`config.mk`:
```
export PLATFORM = sky130hd
export DESIGN_NAME = spdif_tx
export DESIGN_NICKNAME = d
export VERILOG_FILES = /design/src/rtl/spdif_pkg.sv /design/src/rtl/spdif_input_slot.sv /design/src/rtl/spdif_frame_ctl.sv /design/src/rtl/spdif_cell_enc.sv /design/src/rtl/spdif_tx.sv
export SDC_FILE = /design/constraint.sdc
export NUM_CORES = 1
export LEC_CHECK = 0
export BUFFER_PORTS_ARGS = -buffer_cell sky130_fd_sc_hd__buf_2
export CORE_MARGIN = 5
export CORE_UTILIZATION = 61
export CTS_BUF_LIST = sky130_fd_sc_hd__clkbuf_8
export DETAILED_ROUTE_END_ITERATION = 16
export GPL_TIMING_DRIVEN = 0
export PLACE_DENSITY = 0.84
export SYNTH_ARGS = -nofsm -noshare
export SYNTH_HDL_FRONTEND = slang
export SYNTH_SLANG_ARGS = --single-unit
export TNS_END_PERCENT = 100
```
`constraint.sdc`:
```
create_clock -name clk -period 3.3 [get_ports clk]
set_clock_uncertainty 0.15 [all_clocks]
set_input_delay 0.33 -clock clk [delete_from_list [all_inputs] [get_ports clk]]
set_output_delay 0.33 -clock clk [all_outputs]
set_load 0.1 [all_outputs]
```
`src/rtl/spdif_pkg.sv`:
```
package spdif_pkg;

    localparam int SAMPLE_W     = 16;
    localparam int BITS_PER_SF  = 32;
    localparam int CELLS_PER_SF = 2 * BITS_PER_SF;
    localparam int POS_W        = $clog2(CELLS_PER_SF);
    localparam int BIT_IDX_W    = $clog2(BITS_PER_SF);
    localparam int PRE_CELLS    = 8;
    localparam int PRE_IDX_W    = $clog2(PRE_CELLS);

    // bit-period positions inside a subframe
    localparam int AUX_PARITY   = 4;
    localparam int AUDIO_LO     = BITS_PER_SF - 4 - SAMPLE_W;
    localparam int FLAG_V       = BITS_PER_SF - 4;

    typedef enum logic [1:0] {
        PRE_B = 2'd0,
        PRE_M = 2'd1,
        PRE_W = 2'd2
    } pre_kind_e;

    typedef struct packed {
        logic [SAMPLE_W-1:0] right;
        logic [SAMPLE_W-1:0] left;
    } pair_t;

    typedef struct packed {
        logic [SAMPLE_W-1:0] pcm;
        logic                invalid;
    } sf_payload_t;

    // fixed preamble cells, first cell in the MSB
    function automatic logic [PRE_CELLS-1:0] preamble_cells(input pre_kind_e kind);
        case (kind)
            PRE_B:   return 8'b1110_1000;
            PRE_M:   return 8'b1110_0010;
            PRE_W:   return 8'b1110_0100;
            default: return 8'b1110_0010;
        endcase
    endfunction

    // bit value per bit period; bit 4 makes the parity of 4..30 even
    function automatic logic [BITS_PER_SF-1:0] pack_bits(input sf_payload_t pl);
        logic [BITS_PER_SF-1:0] w;
        w = '0;
        for (int i = 0; i < SAMPLE_W; i++) begin
            w[AUDIO_LO+i] = pl.pcm[i];
        end
        w[FLAG_V]     = pl.invalid;
        w[AUX_PARITY] = (^pl.pcm) ^ pl.invalid;
        return w;
    endfunction

endpackage

```
`src/rtl/spdif_input_slot.sv`:
```
module spdif_input_slot
    import spdif_pkg::*;
(
    input  logic  clk,
    input  logic  rst,
    input  logic  in_valid,
    output logic  in_ready,
    input  pair_t in_pair,
    input  logic  take,
    output pair_t slot_pair,
    output logic  slot_full
);

    pair_t held_q;
    logic  full_q;

    assign in_ready  = !full_q;
    assign slot_pair = held_q;
    assign slot_full = full_q;

    always_ff @(posedge clk) begin
        if (rst) begin
            full_q <= 1'b0;
            held_q <= '0;
        end else begin
            if (take) begin
                full_q <= 1'b0;
            end
            if (in_valid && !full_q) begin
                full_q <= 1'b1;
                held_q <= in_pair;
            end
        end
    end

endmodule

```
`src/rtl/spdif_frame_ctl.sv`:
```
module spdif_frame_ctl
    import spdif_pkg::*;
#(
    parameter int BLOCK_SUBFRAMES = 384
) (
    input  logic             clk,
    input  logic             rst,
    input  logic             cell_en,
    output logic [POS_W-1:0] pos,
    output logic             right_ch,
    output pre_kind_e        kind,
    output logic             sf_start,
    output logic             frame_start
);

    localparam int CNT_W = $clog2(BLOCK_SUBFRAMES);
    localparam logic [CNT_W-1:0] CNT_LAST = CNT_W'(BLOCK_SUBFRAMES - 1);
    localparam logic [POS_W-1:0] POS_LAST = POS_W'(CELLS_PER_SF - 1);

    logic [POS_W-1:0] pos_q;
    logic             ch_q;
    logic [CNT_W-1:0] sf_q;

    always_ff @(posedge clk) begin
        if (rst) begin
            pos_q <= '0;
            ch_q  <= 1'b0;
            sf_q  <= '0;
        end else if (cell_en) begin
            if (pos_q == POS_LAST) begin
                pos_q <= '0;
                ch_q  <= !ch_q;
                sf_q  <= (sf_q == CNT_LAST) ? '0 : sf_q + 1'b1;
            end else begin
                pos_q <= pos_q + 1'b1;
            end
        end
    end

    always_comb begin
        if (sf_q == '0) begin
            kind = PRE_B;
        end else if (ch_q) begin
            kind = PRE_W;
        end else begin
            kind = PRE_M;
        end
    end

    assign pos         = pos_q;
    assign right_ch    = ch_q;
    assign sf_start    = cell_en && (pos_q == '0);
    assign frame_start = sf_start && !ch_q;

endmodule

```
`src/rtl/spdif_cell_enc.sv`:
```
module spdif_cell_enc
    import spdif_pkg::*;
(
    input  logic                   clk,
    input  logic                   rst,
    input  logic                   cell_en,
    input  logic [POS_W-1:0]       pos,
    input  pre_kind_e              kind,
    input  logic [BITS_PER_SF-1:0] bits,
    output logic                   line
);

    logic                 line_q;
    logic [PRE_CELLS-1:0] pre;
    logic [PRE_IDX_W-1:0] pre_idx;
    logic [BIT_IDX_W-1:0] bit_idx;
    logic                 in_preamble;

    assign pre         = preamble_cells(kind);
    assign pre_idx     = PRE_IDX_W'(PRE_CELLS - 1) - pos[PRE_IDX_W-1:0];
    assign bit_idx     = pos[POS_W-1:1];
    assign in_preamble = pos < POS_W'(PRE_CELLS);

    always_ff @(posedge clk) begin
        if (rst) begin
            line_q <= 1'b0;
        end else if (cell_en) begin
            if (in_preamble) begin
                line_q <= pre[pre_idx];
            end else if (!pos[0]) begin
                line_q <= !line_q;
            end else if (bits[bit_idx]) begin
                line_q <= !line_q;
            end
        end
    end

    assign line = line_q;

endmodule

```
`src/rtl/spdif_tx.sv`:
```
module spdif_tx
    import spdif_pkg::*;
#(
    parameter int BLOCK_FRAMES = 192
) (
    input  logic                clk,
    input  logic                rst,
    input  logic                cell_en,
    input  logic                in_valid,
    output logic                in_ready,
    input  logic [SAMPLE_W-1:0] in_left,
    input  logic [SAMPLE_W-1:0] in_right,
    input  logic                mute,
    output logic                line_out
);

    localparam int BLOCK_SUBFRAMES = 2 * BLOCK_FRAMES;

    pair_t                  in_pair;
    pair_t                  slot_pair;
    logic                   slot_full;
    logic [POS_W-1:0]       pos;
    logic                   right_ch;
    pre_kind_e              kind;
    logic                   sf_start;
    logic                   frame_start;
    pair_t                  act_pair_q;
    logic                   act_valid_q;
    logic                   mute_q;
    sf_payload_t            payload;
    logic [BITS_PER_SF-1:0] bits;

    assign in_pair = '{right: in_right, left: in_left};

    spdif_input_slot u_slot (
        .clk       (clk),
        .rst       (rst),
        .in_valid  (in_valid),
        .in_ready  (in_ready),
        .in_pair   (in_pair),
        .take      (frame_start),
        .slot_pair (slot_pair),
        .slot_full (slot_full)
    );

    spdif_frame_ctl #(
        .BLOCK_SUBFRAMES (BLOCK_SUBFRAMES)
    ) u_ctl (
        .clk         (clk),
        .rst         (rst),
        .cell_en     (cell_en),
        .pos         (pos),
        .right_ch    (right_ch),
        .kind        (kind),
        .sf_start    (sf_start),
        .frame_start (frame_start)
    );

    // active frame: loaded at left start, mute captured per subframe
    always_ff @(posedge clk) begin
        if (rst) begin
            act_pair_q  <= '0;
            act_valid_q <= 1'b0;
            mute_q      <= 1'b0;
        end else begin
            if (frame_start) begin
                act_valid_q <= slot_full;
                act_pair_q  <= slot_full ? slot_pair : '0;
            end
            if (sf_start) begin
                mute_q <= mute;
            end
        end
    end

    assign payload.pcm     = right_ch ? act_pair_q.right : act_pair_q.left;
    assign payload.invalid = mute_q || !act_valid_q;
    assign bits            = pack_bits(payload);

    spdif_cell_enc u_enc (
        .clk     (clk),
        .rst     (rst),
        .cell_en (cell_en),
        .pos     (pos),
        .kind    (kind),
        .bits    (bits),
        .line    (line_out)
    );

endmodule

```
After elaboration in Yosys (flattened, before gate mapping)
Cells that the tools add are included.

word-level totals
  flip-flop bits (word level) = 84
  word-level logic and storage cells = 53
  output and inout bits = 2

cells by class
  reductions and logical operators = 15
  add/subtract/negate cells = 3
  order comparisons = 3
  equality and inequality tests = 4
  multiplexer cells = 16
  bitwise gates (word level) = 1

operators with widths
  operator             count
  $mux 32              1
  $mux 16              1
  $reduce_xor 16->1    1
  $add 9x1->9 const B  1
  $eq 9x9->1 const B   1
  $logic_not 9->1      1
  $mux 9               1
  $pmux 4 s2           1
  $mux 1               7
  $add 6x1->6 const B  1
  $eq 6x6->1 const B   1
  $logic_not 6->1      1
  $lt 5x6->1 const B   1
  $lt 6x4->1 const B   1
  $mux 6               1
  $bmux 1 s5           1
  $logic_not 1->1      4
  $lt 3x4->1 const B   1
  $mux 2               2
  $reduce_and 2->1     2
  $bmux 1 s3           1
  $logic_and 1x1->1    3
  $ne 3x1->1 const B   1
  $sub 3x3->3 const A  1
  other kinds (5)      5

Depth between registers and ports, before layout
  depth after elaboration = 8
  gate-level depth with buffers = 10

Modules after synthesis
A second synthesis with hierarchy kept.

second synthesis, totals
  cells, all modules = 439
  area, all modules = 4322.9 sq um

modules (own cells, without submodules)
  module            sequential area each (sq um)  times used  area an instance (sq um)  cells an instance
  spdif_tx          680.7                         1           1586.5                    161
  spdif_input_slot  660.6                         1           1554.0                    149
  spdif_frame_ctl   320.3                         1           810.8                     92
  spdif_cell_enc    20.0                          1           371.6                     37

Worst setup path before layout
Ideal clock, no wire load.

  kind = reg-to-reg
  start point = reg u_ctl.sf_q[0]
  end point = reg u_enc.line_q, in the netlist u_enc.line
  path buffers = 0
  path slack = 981 ps
  data required time = 3080 ps
  library setup time = 70 ps
  stages on the path, launching flop included = 10
  data arrival time = 2099 ps
  path through = dfxtp_1 inv_1 ha_1 or4b_4 or3_1 a21o_1 a31oi_2 nand2_1 a221o_1 a21oi_1

on the way
  word-level cells in the longest chain between the ends = 7

ends and longest elaborated chain
  element                                               line                   RTL
  from (decl)                                           spdif_frame_ctl.sv:22  logic [CNT_W-1:0] sf_q;
  from (signal assigned)                                spdif_frame_ctl.sv:33  sf_q <= (sf_q == CNT_LAST) ? '0 : sf_q + 1'b1;
  $logic_not 9->1 *                                     spdif_frame_ctl.sv:41  if (sf_q == '0) begin
  $mux 2 *                                              spdif_frame_ctl.sv:41
  $eq 2x2->1 / $logic_not 2->1 (equally long branches)  spdif_pkg.sv:34        case (kind)
  $pmux 4 s2 *                                          spdif_pkg.sv:34
  $bmux 1 s3 *                                          spdif_cell_enc.sv:29   line_q <= pre[pre_idx];
  $mux 1 (implied by the code) *                        spdif_cell_enc.sv:29
  $mux 1 *                                              spdif_cell_enc.sv:28   if (in_preamble) begin
  to (signal assigned)                                  spdif_cell_enc.sv:29
  to (signal assigned)                                  spdif_cell_enc.sv:31   line_q <= !line_q;
  to (signal assigned)                                  spdif_cell_enc.sv:33   line_q <= !line_q;
  to (decl)                                             spdif_cell_enc.sv:13   logic line_q;

Every way passes the cells marked *; elsewhere a longest branch is shown, timed or not. The select of a mux whose other input is x is not followed.
A chain may end at the register's enable or synchronous reset.

Final worst setup path
  start point = reg u_ctl.ch_q, in the netlist u_ctl.right_ch
  end point = reg u_enc.line_q, in the netlist u_enc.line

on the way
  word-level cells in the longest chain between the ends = 7

ends and longest elaborated chain
  element                                                            line                                        RTL
  from (decl)                                                        spdif_frame_ctl.sv:21                       logic ch_q;
  from (signal assigned)                                             spdif_frame_ctl.sv:32                       ch_q <= !ch_q;
  $mux 16 / $mux 2 (equally long branches)                           spdif_tx.sv:76, spdif_frame_ctl.sv:43
  $reduce_xor 16->1 / $mux 2 (equally long branches)                 spdif_pkg.sv:50, spdif_frame_ctl.sv:41
  $xor 1x1->1, or another cell as far along                          spdif_pkg.sv:50                             w[AUX_PARITY] = (^pl.pcm) ^ pl.invalid;
  $bmux 1 s5 / $pmux 4 s2 (equally long branches)                    spdif_cell_enc.sv:32, spdif_pkg.sv:34
  $mux 1 (implied by the code) / $bmux 1 s3 (equally long branches)  spdif_cell_enc.sv:32, spdif_cell_enc.sv:29
  $ne 3x1->1 (no line) / $mux 1 (equally long branches)              --
  $reduce_and 2->1 (no line) / $mux 1 (equally long branches)        --

Several ways; a longest one is shown, not always the timed one. The select of a mux whose other input is x is not followed.

==> impl_metrics.py <==
metrics = {
    "outcome": {
        "run_status": "finished, final reports clean",
    },
    "setup_path": {
        "critical_path.most_common_cell": "sky130_fd_sc_hd__buf_2",
        "rrSetupSlack_ns": 0.68,
        "regToRegStartpoint": "u_ctl.right_ch$_SDFFE_PP0P_",
        "timing.critical_path.to": "u_enc.line$_SDFFE_PP0P_",
        "cp.arrival_ns": 2.76,
        "worst-endpoint-required_ns": 3.44,
        "timing.critical_path.slowest_stage_cell": "sky130_fd_sc_hd__dfxtp_1",
        "endpoint_kind": "flip-flop",
        "worst_setup_path_startpoint": "u_ctl.right_ch$_SDFFE_PP0P_",
        "critPathKind": "flip-flop to flip-flop",
        "critical_path.max_stage_delay_ns": 0.44,
        "crit_chain": "buf_2, buf_2, mux4_2, mux2i_1, nor2_1, o41ai_1, a31oi_1, a221o_1, a21oi_1",
        "start_kind": "flip-flop",
        "worstReg2RegEnd": "u_enc.line$_SDFFE_PP0P_",
        "crit_fanout": 10,
        "ff2ff_path_depth": 9,
    },
    "global_route": {
        "grt.met3_usage_pct": 5.93,
        "first_global_vias": 3317,
        "globalRouteMet1Util_pct": 30.5,
        "global_route_wire_length_before_repair_mm": 15.6,
        "grt_util_met2_pct": 37.3,
        "grt_max_degree": 15,
        "globalRouteTotalUtil_pct": 23.4,
        "grt.overflow.total": 0,
        "antenna_violations_before_repair": 0,
        "globalRoute.busiestLayer": "met2",
    },
    "clock_network": {
        "clock_path_buffers": 2,
        "clk_transition_reported_paths_ns": 0.09,
        "clk-insertion-delay-late_ns": 0.36,
        "cts.htree.levels": 3,
        "cts.sinks": 84,
        "cts_made_buffers": 9,
        "cts.repair.resized": 0,
        "cts_post_setup_buffers_inserted": 0,
        "hold_buffers": 0,
        "clock_tree.root_cell": "sky130_fd_sc_hd__clkbuf_8",
        "clock_tree_from_tritoncts": "yes",
    },
    "timing": {
        "slew_headroom_pct": 58.1,
        "clock.fmax_mhz": 381,
        "final-max-slew-violation-count": 0,
        "worst_pin_slew_ns": 0.627,
        "finalCritPeriodShare_pct": 79.5,
        "grt_setup_unrepaired": "no",
        "finalSetupTns_ns": 0,
        "finalCriticalPeriod_ns": 2.62,
        "setup_viol_count_final": 0,
        "fin_worst_hold_slack_ns": 0.0434,
        "final_hold_viol_count": 0,
        "worst_slack_ns": 0.677,
    },
    "place": {
        "finalWeightedCongestion": 0.874,
        "placement.io_buffers": 36,
        "detailed_place_hpwl_mm": 6.80,
        "placement.setup.worst_slack_ns": 0.713,
    },
    "logic_synthesis": {
        "synth_ff_type": "sky130_fd_sc_hd__dfxtp_1",
        "synth_most_common_cell": "sky130_fd_sc_hd__nand2_1",
        "synthCells": 478,
        "syn-cell-area_um2": 3900,
        "synth-seq-area-share_pct": 43.1,
        "synth-async-reset-ratio_pct": 0,
        "synth_nets": 520,
        "yosys_warnings": 0,
        "post-synth-top-area-cell": "sky130_fd_sc_hd__dfxtp_1",
        "synth_top_cells_by_count": "109 x sky130_fd_sc_hd__nand2_1, 84 x sky130_fd_sc_hd__dfxtp_1, 70 x sky130_fd_sc_hd__a21oi_1",
        "synth-edff-count": 0,
        "ys_ff_latch": 84,
        "yosysUniqueCellTypes": 44,
        "syn_area_per_cell_um2": 8.17,
        "synth_top_cells_by_area": "sky130_fd_sc_hd__dfxtp_1 43%, sky130_fd_sc_hd__nand2_1 10%, sky130_fd_sc_hd__a21oi_1 9.0%, sky130_fd_sc_hd__mux2i_1 5.4%, sky130_fd_sc_hd__xor2_1 4.9%",
        "yosysTopAreaCellShare_pct": 43.1,
    },
    "drt": {
        "dr.pass1.iters": 5,
        "avgRoutedWirePerCell_um": 15.3,
        "drc_errors": 0,
        "total_wire_length_after_detailed_routing_mm": 9.27,
        "detail_route.iter0.violations": 208,
        "route.antenna.remaining_nets": 0,
        "via_count": 3490,
        "drt-vias-per-instance": 5.75,
    },
    "pwr": {
        "p_leak_uw": 0.00167,
        "vdd_ir_drop_max_mv": 0.467,
        "power.density_cell_area_nw_per_um2": 465,
    },
    "finish": {
        "seqCellArea_um2": 1680,
        "design.final.nets": 567,
        "multi_input_comb_area_um2": 2050,
        "nFillCells": 529,
        "share_of_cells_above_drive_strength_1_pct": 12.5,
        "area_delta_synth_final_pct": 12.0,
        "diodes": 0,
    },
    "job": {
        "count_of_max_cap_constraint_violations": 0,
    },
    "die": {
        "effective_utilization_at_floorplan_pct": 62.2,
        "fp.dieArea_um2": 8100,
        "floorplan.core_area_um2": 6280,
        "top_level_ports": 39,
        "core.rowCount": 29,
        "floorplan.die.height_um": 90.0,
        "die-width_um": 90.0,
    },
    "hold_path": {
        "hold_path_class": "input port to flip-flop",
    },
}
## worst min path at each step
stage,start,end,slack (ns),cells past startpoint
after floorplan,act_valid_q$_SDFFE_PP0P_,act_valid_q$_SDFFE_PP0P_,0.28,2
after global placement,act_valid_q$_SDFFE_PP0P_,act_valid_q$_SDFFE_PP0P_,0.29,2
after detailed placement,u_slot.slot_pair[3]$_SDFFE_PP0P_,u_slot.slot_pair[3]$_SDFFE_PP0P_,0.30,2
after CTS,in_left[2],u_slot.slot_pair[2]$_SDFFE_PP0P_,0.03,3
after global routing,in_left[2],u_slot.slot_pair[2]$_SDFFE_PP0P_,0.03,3
final,in_left[2],u_slot.slot_pair[2]$_SDFFE_PP0P_,0.04,3
## placed cells by master (no fill, tap or decap), drive strengths merged, types with 2 or more instances in the layout
cell,count
a21oi,70
a31oi,3
and3,2
buf,42
clkbuf,39
clkinv,2
clkinvlp,2
dfxtp,84
ha,5
inv,9
mux2i,21
mux4,4
nand2,109
nand3,38
nand4,4
nor2,25
nor2b,5
nor3,3
o211ai,2
o21ai,4
or2,2
or3,2
or4,2
xnor2,11
xor2,22
## critical path: cells and delay by family (launching register included)
family | cells | cell delay (ns)
and+or+nand+nor | 1 | 0.06
buffers and inverters | 2 | 0.56
AOI/OAI and AO/OA | 4 | 0.81
DFF | 1 | 0.44
muxes | 2 | 0.51
## final cells by class
| cell class | count | area share (%) |
|---|---|---|
| clock inverters | 7 | 1.55 |
| flip-flops and latches | 84 | 38.5 |
| plain buffers | 36 | 3.38 |
| multi-input cells | 351 | 46.9 |
| repair buffers | 36 | 4.12 |
| clock buffers | 9 | 2.83 |
| inverters | 7 | 0.601 |
| well taps | 77 | 2.20 |
## where the power goes
part | total (uW) | internal, uW | switching [uW] | leakage, uW
clock | 717 | 347 | 371 | 0.0000968
sequential | 1070 | 1050 | 23.9 | 0.000683
combinational | 244 | 82.4 | 161 | 0.000888
## flip-flops by register name (all words and copies together), names as in the netlist
name,flops
u_enc.line,1
u_ctl.sf_q,9
act_valid_q,1
u_slot.slot_pair,32
u_slot.slot_full,1
u_ctl.pos,6
act_pair_q,32
mute_q,1
u_ctl.right_ch,1
## per-layer routing
layer / wire length (um) / share of wire [%] / up-vias
met5: 0 / 0 / -
met4: 223 / 2.4 / 0
met3: 646 / 7.0 / 18
met2: 4550 / 49 / 129
met1: 3850 / 42 / 1637
li1: - / - / 1706
## logic make-up after synthesis
family / after synthesis / synth area share [%]
xor gates and xnor gates: 34 / 7.98
muxes: 25 / 7.69
and+or+nand+nor: 200 / 22.9
DFF: 84 / 43.1
buffers and inverters: 43 / 4.46
adders and majority gates: 5 / 1.60
AOI/OAI and AO/OA: 87 / 12.3
## per-stage QoR
step / cells / power [uW] / util [%] / instance area, um2
2_1_floorplan: 478 / 1260 / - / 3900
3_3_place_gp: 591 / 1320 / 66.6 / 4180
3_5_place_dp: 591 / 1340 / 66.6 / 4180
4_1_cts: 607 / 2040 / 69.6 / 4370
5_1_grt: 607 / 2120 / 69.6 / 4370
6_report: 607 / 2030 / 69.6 / 4370
(Power assumes the default switching activity.)
